### config.mk
export PLATFORM = sky130hd
export DESIGN_NAME = bus_watchdog
export DESIGN_NICKNAME = d
export VERILOG_FILES = /design/src/rtl/bwd_pkg.sv /design/src/rtl/bwd_bus_cond.sv /design/src/rtl/bwd_kick_seq.sv /design/src/rtl/bwd_timer.sv /design/src/rtl/bus_watchdog.sv
export SDC_FILE = /design/constraint.sdc
export NUM_CORES = 1
export LEC_CHECK = 0
export BUFFER_PORTS_ARGS = -buffer_cell sky130_fd_sc_hd__clkbuf_2
export CORE_MARGIN = 2
export CORE_UTILIZATION = 53
export DETAILED_ROUTE_END_ITERATION = 12
export PLACE_DENSITY = 0.8
export SLEW_MARGIN = 20
export SYNTH_ARGS = -nofsm -noshare
export SYNTH_HDL_FRONTEND = slang
export SYNTH_HIERARCHICAL = 1
export SYNTH_SLANG_ARGS = --single-unit
export TNS_END_PERCENT = 100
### constraint.sdc
create_clock -name clk -period 2.71 [get_ports clk]
set_clock_uncertainty 0.1 [all_clocks]
set_input_delay 0 -clock clk [delete_from_list [all_inputs] [get_ports clk]]
set_output_delay 0 -clock clk [all_outputs]
set_load 0.01 [all_outputs]
### src/rtl/bwd_pkg.sv
package bwd_pkg;

  typedef enum logic [1:0] {
    IVL_SHORT = 2'b00,
    IVL_MID   = 2'b01,
    IVL_LONG  = 2'b10,
    IVL_OFF   = 2'b11
  } ivl_sel_e;

  // Interval length in ticks for a select code; zero means disabled.
  function automatic int unsigned ivl_limit(input logic [1:0] sel,
                                            input int unsigned t_short,
                                            input int unsigned t_mid,
                                            input int unsigned t_long);
    case (sel)
      IVL_SHORT: return t_short;
      IVL_MID:   return t_mid;
      IVL_LONG:  return t_long;
      default:   return 0;
    endcase
  endfunction

  function automatic int unsigned max3(input int unsigned a,
                                       input int unsigned b,
                                       input int unsigned c);
    int unsigned m;
    m = (a > b) ? a : b;
    return (m > c) ? m : c;
  endfunction

endpackage

### src/rtl/bwd_bus_cond.sv
module bwd_bus_cond (
  input  logic clk,
  input  logic rst,
  input  logic scl_i,
  input  logic sda_i,
  output logic start_o,
  output logic stop_o
);

  logic scl_q, sda_q;

  // Previous sample of both lines; idle bus reads high.
  always_ff @(posedge clk) begin
    if (rst) begin
      scl_q <= 1'b1;
      sda_q <= 1'b1;
    end else begin
      scl_q <= scl_i;
      sda_q <= sda_i;
    end
  end

  logic scl_held;
  assign scl_held = scl_q & scl_i;

  assign start_o = scl_held &  sda_q & ~sda_i;
  assign stop_o  = scl_held & ~sda_q &  sda_i;

  // data cannot rise and fall in the same sample pair
  assert_cond_exclusive_R2: assert property (@(posedge clk) disable iff (rst)
    !(start_o && stop_o));

endmodule

### src/rtl/bwd_kick_seq.sv
module bwd_kick_seq (
  input  logic clk,
  input  logic rst,
  input  logic start_i,
  input  logic stop_i,
  output logic kick_o
);

  logic armed_q;

  always_ff @(posedge clk) begin
    if (rst)          armed_q <= 1'b0;
    else if (start_i) armed_q <= 1'b1;
    else if (stop_i)  armed_q <= 1'b0;
  end

  assign kick_o = stop_i & armed_q;

  // a pending start exists only because a start was seen
  assert_arm_from_start_R5: assert property (@(posedge clk) disable iff (rst)
    $rose(armed_q) |-> $past(start_i));

  // a service consumes the pending start
  assert_kick_disarms_R3: assert property (@(posedge clk) disable iff (rst)
    kick_o |=> !armed_q);

  // a stop without a pending start never services
  assert_lone_stop_R4: assert property (@(posedge clk) disable iff (rst)
    (stop_i && !armed_q) |-> !kick_o);

endmodule

### src/rtl/bwd_timer.sv
module bwd_timer
  import bwd_pkg::*;
#(
  parameter int unsigned LIMIT_SHORT = 25,
  parameter int unsigned LIMIT_MID   = 200,
  parameter int unsigned LIMIT_LONG  = 1400,
  parameter int unsigned PULSE_TICKS = 16,
  parameter int unsigned CNT_W       = 11,
  parameter int unsigned PCNT_W      = 5
) (
  input  logic       clk,
  input  logic       rst,
  input  logic       tick_i,
  input  logic [1:0] sel_i,
  input  logic       kick_i,
  output logic       wdo_o
);

  logic [1:0]        sel_q;
  logic [CNT_W-1:0]  cnt_q;
  logic [PCNT_W-1:0] pcnt_q;
  logic              pulse_q;

  logic [CNT_W-1:0]  limit_w;
  logic              off_w;
  logic              sel_change_w;
  logic              clear_w;
  logic              expire_w;
  logic              pulse_end_w;

  assign limit_w      = CNT_W'(ivl_limit(sel_q, LIMIT_SHORT, LIMIT_MID, LIMIT_LONG));
  assign off_w        = (sel_q == IVL_OFF);
  assign sel_change_w = (sel_i != sel_q);
  assign clear_w      = kick_i | sel_change_w;
  assign expire_w     = tick_i & !off_w & !pulse_q & (cnt_q == limit_w - 1'b1);
  assign pulse_end_w  = tick_i & pulse_q & (pcnt_q == PCNT_W'(PULSE_TICKS - 1));

  always_ff @(posedge clk) begin
    if (rst) begin
      sel_q   <= sel_i;
      cnt_q   <= '0;
      pcnt_q  <= '0;
      pulse_q <= 1'b0;
    end else begin
      sel_q <= sel_i;
      if (clear_w) begin
        cnt_q   <= '0;
        pcnt_q  <= '0;
        pulse_q <= 1'b0;
      end else if (tick_i && !off_w) begin
        if (pulse_q) begin
          if (pulse_end_w) begin
            pulse_q <= 1'b0;
            pcnt_q  <= '0;
            cnt_q   <= '0;
          end else begin
            pcnt_q <= pcnt_q + 1'b1;
          end
        end else if (expire_w) begin
          pulse_q <= 1'b1;
          cnt_q   <= '0;
        end else begin
          cnt_q <= cnt_q + 1'b1;
        end
      end
    end
  end

  assign wdo_o = pulse_q;

  // the interval counter never passes the selected limit
  assert_cnt_in_range_R1: assert property (@(posedge clk) disable iff (rst)
    !off_w |-> (cnt_q < limit_w));

  // the pulse counter stays below the pulse length
  assert_pcnt_in_range_R6: assert property (@(posedge clk) disable iff (rst)
    pcnt_q < PCNT_W'(PULSE_TICKS));

  // a clear leaves an idle, zeroed timer
  assert_clear_zeroes_R7: assert property (@(posedge clk) disable iff (rst)
    clear_w |=> (cnt_q == '0 && !pulse_q));

  // a disabled watchdog is silent and held
  assert_off_quiet_R8: assert property (@(posedge clk) disable iff (rst)
    off_w |-> (!pulse_q && cnt_q == '0));

  // no timer state moves on a cycle without a tick unless cleared
  assert_hold_no_tick_R9: assert property (@(posedge clk) disable iff (rst)
    (!tick_i && !clear_w) |=> ($stable(cnt_q) && $stable(pcnt_q) && $stable(pulse_q)));

endmodule

### src/rtl/bus_watchdog.sv
module bus_watchdog
  import bwd_pkg::*;
#(
  parameter int unsigned LIMIT_SHORT = 25,
  parameter int unsigned LIMIT_MID   = 200,
  parameter int unsigned LIMIT_LONG  = 1400,
  parameter int unsigned PULSE_TICKS = 16
) (
  input  logic       clk,
  input  logic       rst,
  input  logic       tick_en,
  input  logic       scl_i,
  input  logic       sda_i,
  input  logic [1:0] ivl_sel,
  output logic       wdo
);

  localparam int unsigned MAX_LIMIT = max3(LIMIT_SHORT, LIMIT_MID, LIMIT_LONG);
  localparam int unsigned CNT_W     = $clog2(MAX_LIMIT + 1);
  localparam int unsigned PCNT_W    = $clog2(PULSE_TICKS + 1);

  logic start_w;
  logic stop_w;
  logic kick_w;

  bwd_bus_cond u_cond (
    .clk     (clk),
    .rst     (rst),
    .scl_i   (scl_i),
    .sda_i   (sda_i),
    .start_o (start_w),
    .stop_o  (stop_w)
  );

  bwd_kick_seq u_seq (
    .clk     (clk),
    .rst     (rst),
    .start_i (start_w),
    .stop_i  (stop_w),
    .kick_o  (kick_w)
  );

  bwd_timer #(
    .LIMIT_SHORT (LIMIT_SHORT),
    .LIMIT_MID   (LIMIT_MID),
    .LIMIT_LONG  (LIMIT_LONG),
    .PULSE_TICKS (PULSE_TICKS),
    .CNT_W       (CNT_W),
    .PCNT_W      (PCNT_W)
  ) u_timer (
    .clk    (clk),
    .rst    (rst),
    .tick_i (tick_en),
    .sel_i  (ivl_sel),
    .kick_i (kick_w),
    .wdo_o  (wdo)
  );

  // the output is low through reset
  assert_reset_low_R11: assert property (@(posedge clk)
    rst |=> !wdo);

endmodule

==> results.py <==
metrics = {
    "outcome": {
        "status": "finished, final reports clean",
    },
    "finish": {
        "nNetsFinal": 169,
        "area_growth_pct": 13.9,
        "layout.area.seq_um2": 440,
        "drive_gt1_share_pct": 14.3,
        "final_core_util_pct": 63.3,
        "fillers": 172,
        "antenna_cells": 0,
        "multi_input_area_um2": 731,
    },
    "job": {
        "max_cap_violations": 0,
    },
    "hold_path": {
        "hold_start": "tick_en",
        "holdPathEnd": "u_timer/pcnt_q[1]$_SDFFE_PP0P_",
        "hp-class": "in2reg",
        "whs_path_depth": 4,
    },
    "floorplan": {
        "ios": 8,
        "fp.dieH_um": 52.0,
        "fp.dieArea_mm2": 0.00270,
        "fp.coreArea_mm2": 0.00219,
        "start_util_pct": 55.6,
        "fp-row-count": 17,
        "die_x_um": 52.0,
    },
    "setup_path": {
        "required_ns": 2.80,
        "reg2reg_from": "u_timer/sel_q[0]$_DFF_P_",
        "arrival_ns": 2.42,
        "start_kind": "flop",
        "reg2reg_depth": 7,
        "critPathBufInv": 1,
        "critPathTopFamily": "simple AND/OR/NAND/NOR gates",
        "cp_slowest_cell": "dfxtp_1",
        "path_cells": "inv_1 > ha_1 > xnor2_1 > nor4_1 > nand3_2 > nand2_4 > o21ai_0",
        "cp.depth": 7,
        "end_kind": "flop",
        "r2r_end": "u_timer/cnt_q[5]$_SDFFE_PP0P_",
        "ff2ff_setup_slack_ns": 0.37,
        "critPathMaxStageDelay_ns": 0.46,
        "critical_path_class": "reg2reg",
        "critPathMaxFanout": 9,
    },
    "yosys": {
        "synth_area_per_cell_um2": 8.77,
        "synth-seq-cells": 22,
        "synthesis.nets": 153,
        "synthArstFlopShare_pct": 0,
        "synth-edff-count": 0,
        "ys_types": 37,
        "synthFlopType": "dfxtp_1",
        "ys_warn_count": 6,
        "synth_seq_area_share_pct": 36.1,
        "synth_cells": 139,
        "synth_area_mm2": 0.00122,
    },
    "clock_network": {
        "clock-root-buffer": "clkbuf_4",
        "clk_pin_slew_ns": 0.13,
        "clockBufferDepth": 2,
        "clock_latency_ns": 0.30,
        "cts_resized": 0,
        "cts_made_buffers": 3,
        "cts_sinks": 22,
        "cts_tree": "done",
        "htreeDepth": 1,
    },
    "power": {
        "power_mw": 0.636,
        "ir_worst_vdd_mv": 0.352,
        "leakagePower_nw": 0.526,
        "pwr_density_cell_mw_per_mm2": 459,
    },
    "route": {
        "firstDrtPassIters": 4,
        "route.detailed.drc": 0,
        "drt_iter0_drc": 34,
        "routed_wl_um": 2340,
        "vias": 1035,
        "wl_per_cell_um": 12.8,
        "postRouteAntennaNets": 0,
        "viasPerCell": 5.69,
    },
    "sta": {
        "worstMarginPinSlew_ns": 0.575,
        "finalSetupTns_ns": 0,
        "finalHoldViolCount": 0,
        "setup_viol": 0,
        "period_share_pct": 86.3,
        "slew_viol_final": 0,
        "fmax_ghz": 0.428,
        "min_period_ns": 2.34,
        "relSlewSlack_pct": 61.3,
        "whs_ns": 0.0187,
        "rsz0062_at_grt": "false",
    },
    "place": {
        "dp_hpwl_um": 1680,
        "gp_congestion": 0.911,
        "port_buffers": 7,
    },
    "global_routing": {
        "globalRouteOverflowTotal": 0,
        "grt_pass1_wl_um": 4150,
        "grt_pass1_vias": 1017,
        "grtUsageTotal_pct": 20.0,
        "antenna_found_initial": 0,
        "grt_max_degree": 14,
    },
}
## logic make-up after synthesis
| kind of cell | count (synthesis) | share of synthesized area [%] |
|---|---|---|
| multiplexers | 2 | 1.64 |
| AND/OR/NAND/NOR | 65 | 30.3 |
| adder cells (fa/ha/maj) | 7 | 7.19 |
| AO/OA/AOI/OAI | 24 | 14.4 |
| flip-flops | 22 | 36.1 |
| XOR/XNOR | 9 | 6.47 |
| buffers and inverters | 10 | 3.90 |
## state kept, by name, summed over array words and instances, names as in the netlist
register	cells
u_cond/scl_q	1
u_cond/sda_q	1
u_seq/armed_q	1
u_timer/cnt_q	11
u_timer/pcnt_q	5
u_timer/sel_q	2
u_timer/wdo_o	1
## routing by layer
layer / track usage [%] / part of all wire (%) / vias up
met3: 3.16 / 4.1 / 4
met2: 35.2 / 49 / 28
met5: 0 / 0 / -
met1: 24.9 / 45 / 470
met4: 5.70 / 0.94 / 0
li1: - / - / 533
## final cells by class
class                   instances  share of cell area, %
clock buffers                   3                   1.62
inverters                       7                   1.89
repair buffers                 14                   7.39
flip-flops and latches         22                   31.7
multi-input cells             107                   52.7
well taps                      28                   2.52
clock inverters                 1                   2.16
## worst min-delay path: stages
cell and delay (ns):
clkbuf_2 0.08, nor2b_1 0.16, nand3_1 0.09, a21oi_1 0.05
## Yosys cell counts (4+ instances only)
master | count | area (um^2)
a21oi_1 | 5 | 25.0
and3_1 | 4 | 25.0
dfxtp_1 | 22 | 440
ha_1 | 7 | 87.6
inv_1 | 7 | 26.3
nand2_1 | 15 | 56.3
nand3_1 | 11 | 55.1
nand4_1 | 4 | 25.0
nor2_1 | 7 | 26.3
nor2b_1 | 4 | 25.0
nor3_1 | 5 | 25.0
o21ai_0 | 7 | 35.0
xnor2_1 | 5 | 43.8
xor2_1 | 4 | 35.0
## worst max-delay path by stage
| stage | startpoint | slack (ns) | endpoint |
|---|---|---|---|
| 6_report | u_timer/sel_q[0]$_DFF_P_ | 0.37 | u_timer/cnt_q[5]$_SDFFE_PP0P_ |
| 5_1_grt | u_timer/sel_q[0]$_DFF_P_ | 0.26 | u_timer/cnt_q[4]$_SDFFE_PP0P_ |
| 4_1_cts | u_cond/sda_q$_SDFF_PP1_ | 0.42 | u_timer/cnt_q[8]$_SDFFE_PP0P_ |
| 3_5_place_dp | u_cond/sda_q$_SDFF_PP1_ | 0.45 | u_timer/cnt_q[6]$_SDFFE_PP0P_ |
| 3_3_place_gp | u_cond/sda_q$_SDFF_PP1_ | 0.52 | u_timer/cnt_q[8]$_SDFFE_PP0P_ |
| 2_1_floorplan | u_cond/sda_q$_SDFF_PP1_ | 0.72 | u_timer/cnt_q[6]$_SDFFE_PP0P_ |
## where the power goes
| group | total [mW] | internal (mW) | switching, mW |
|---|---|---|---|
| Combinational | 0.0546 | 0.0261 | 0.0285 |
| Sequential | 0.332 | 0.328 | 0.00419 |
| Clock | 0.250 | 0.149 | 0.100 |
## timing repair
| item | CTS | global route |
|---|---|---|
| hold buffers | 6 | 0 |
| endpoints found under the hold margin | 5 | 0 |
| setup buffers | 0 | 0 |
## layout by cell type (no fill, tap or decap), drive strengths merged, types with 2 or more instances in the layout
cell type / count
dfxtp: 22
nand2: 16
nand3: 12
clkbuf: 10
nor2: 8
inv: 7
o21ai: 7
ha: 7
dlygate4sd3: 6
a21oi: 6
nor3: 5
xnor2: 5
and3: 4
xor2: 4
nor2b: 4
nand4: 4
o311ai: 3
a31oi: 3
or2: 3
and4b: 2
or4: 2
mux2i: 2
## stage by stage
| step | std cells | setup WS, ns | instance area, um^2 |
|---|---|---|---|
| global placement | 172 | 0.518 | 1270 |
| detailed placement | 172 | 0.448 | 1270 |
| global route | 182 | 0.264 | 1390 |
| finish | 182 | 0.372 | 1390 |
| floorplan | 139 | 0.721 | 1220 |
| CTS | 182 | 0.415 | 1390 |
No activity file was read; power rests on OpenSTA's default activity.
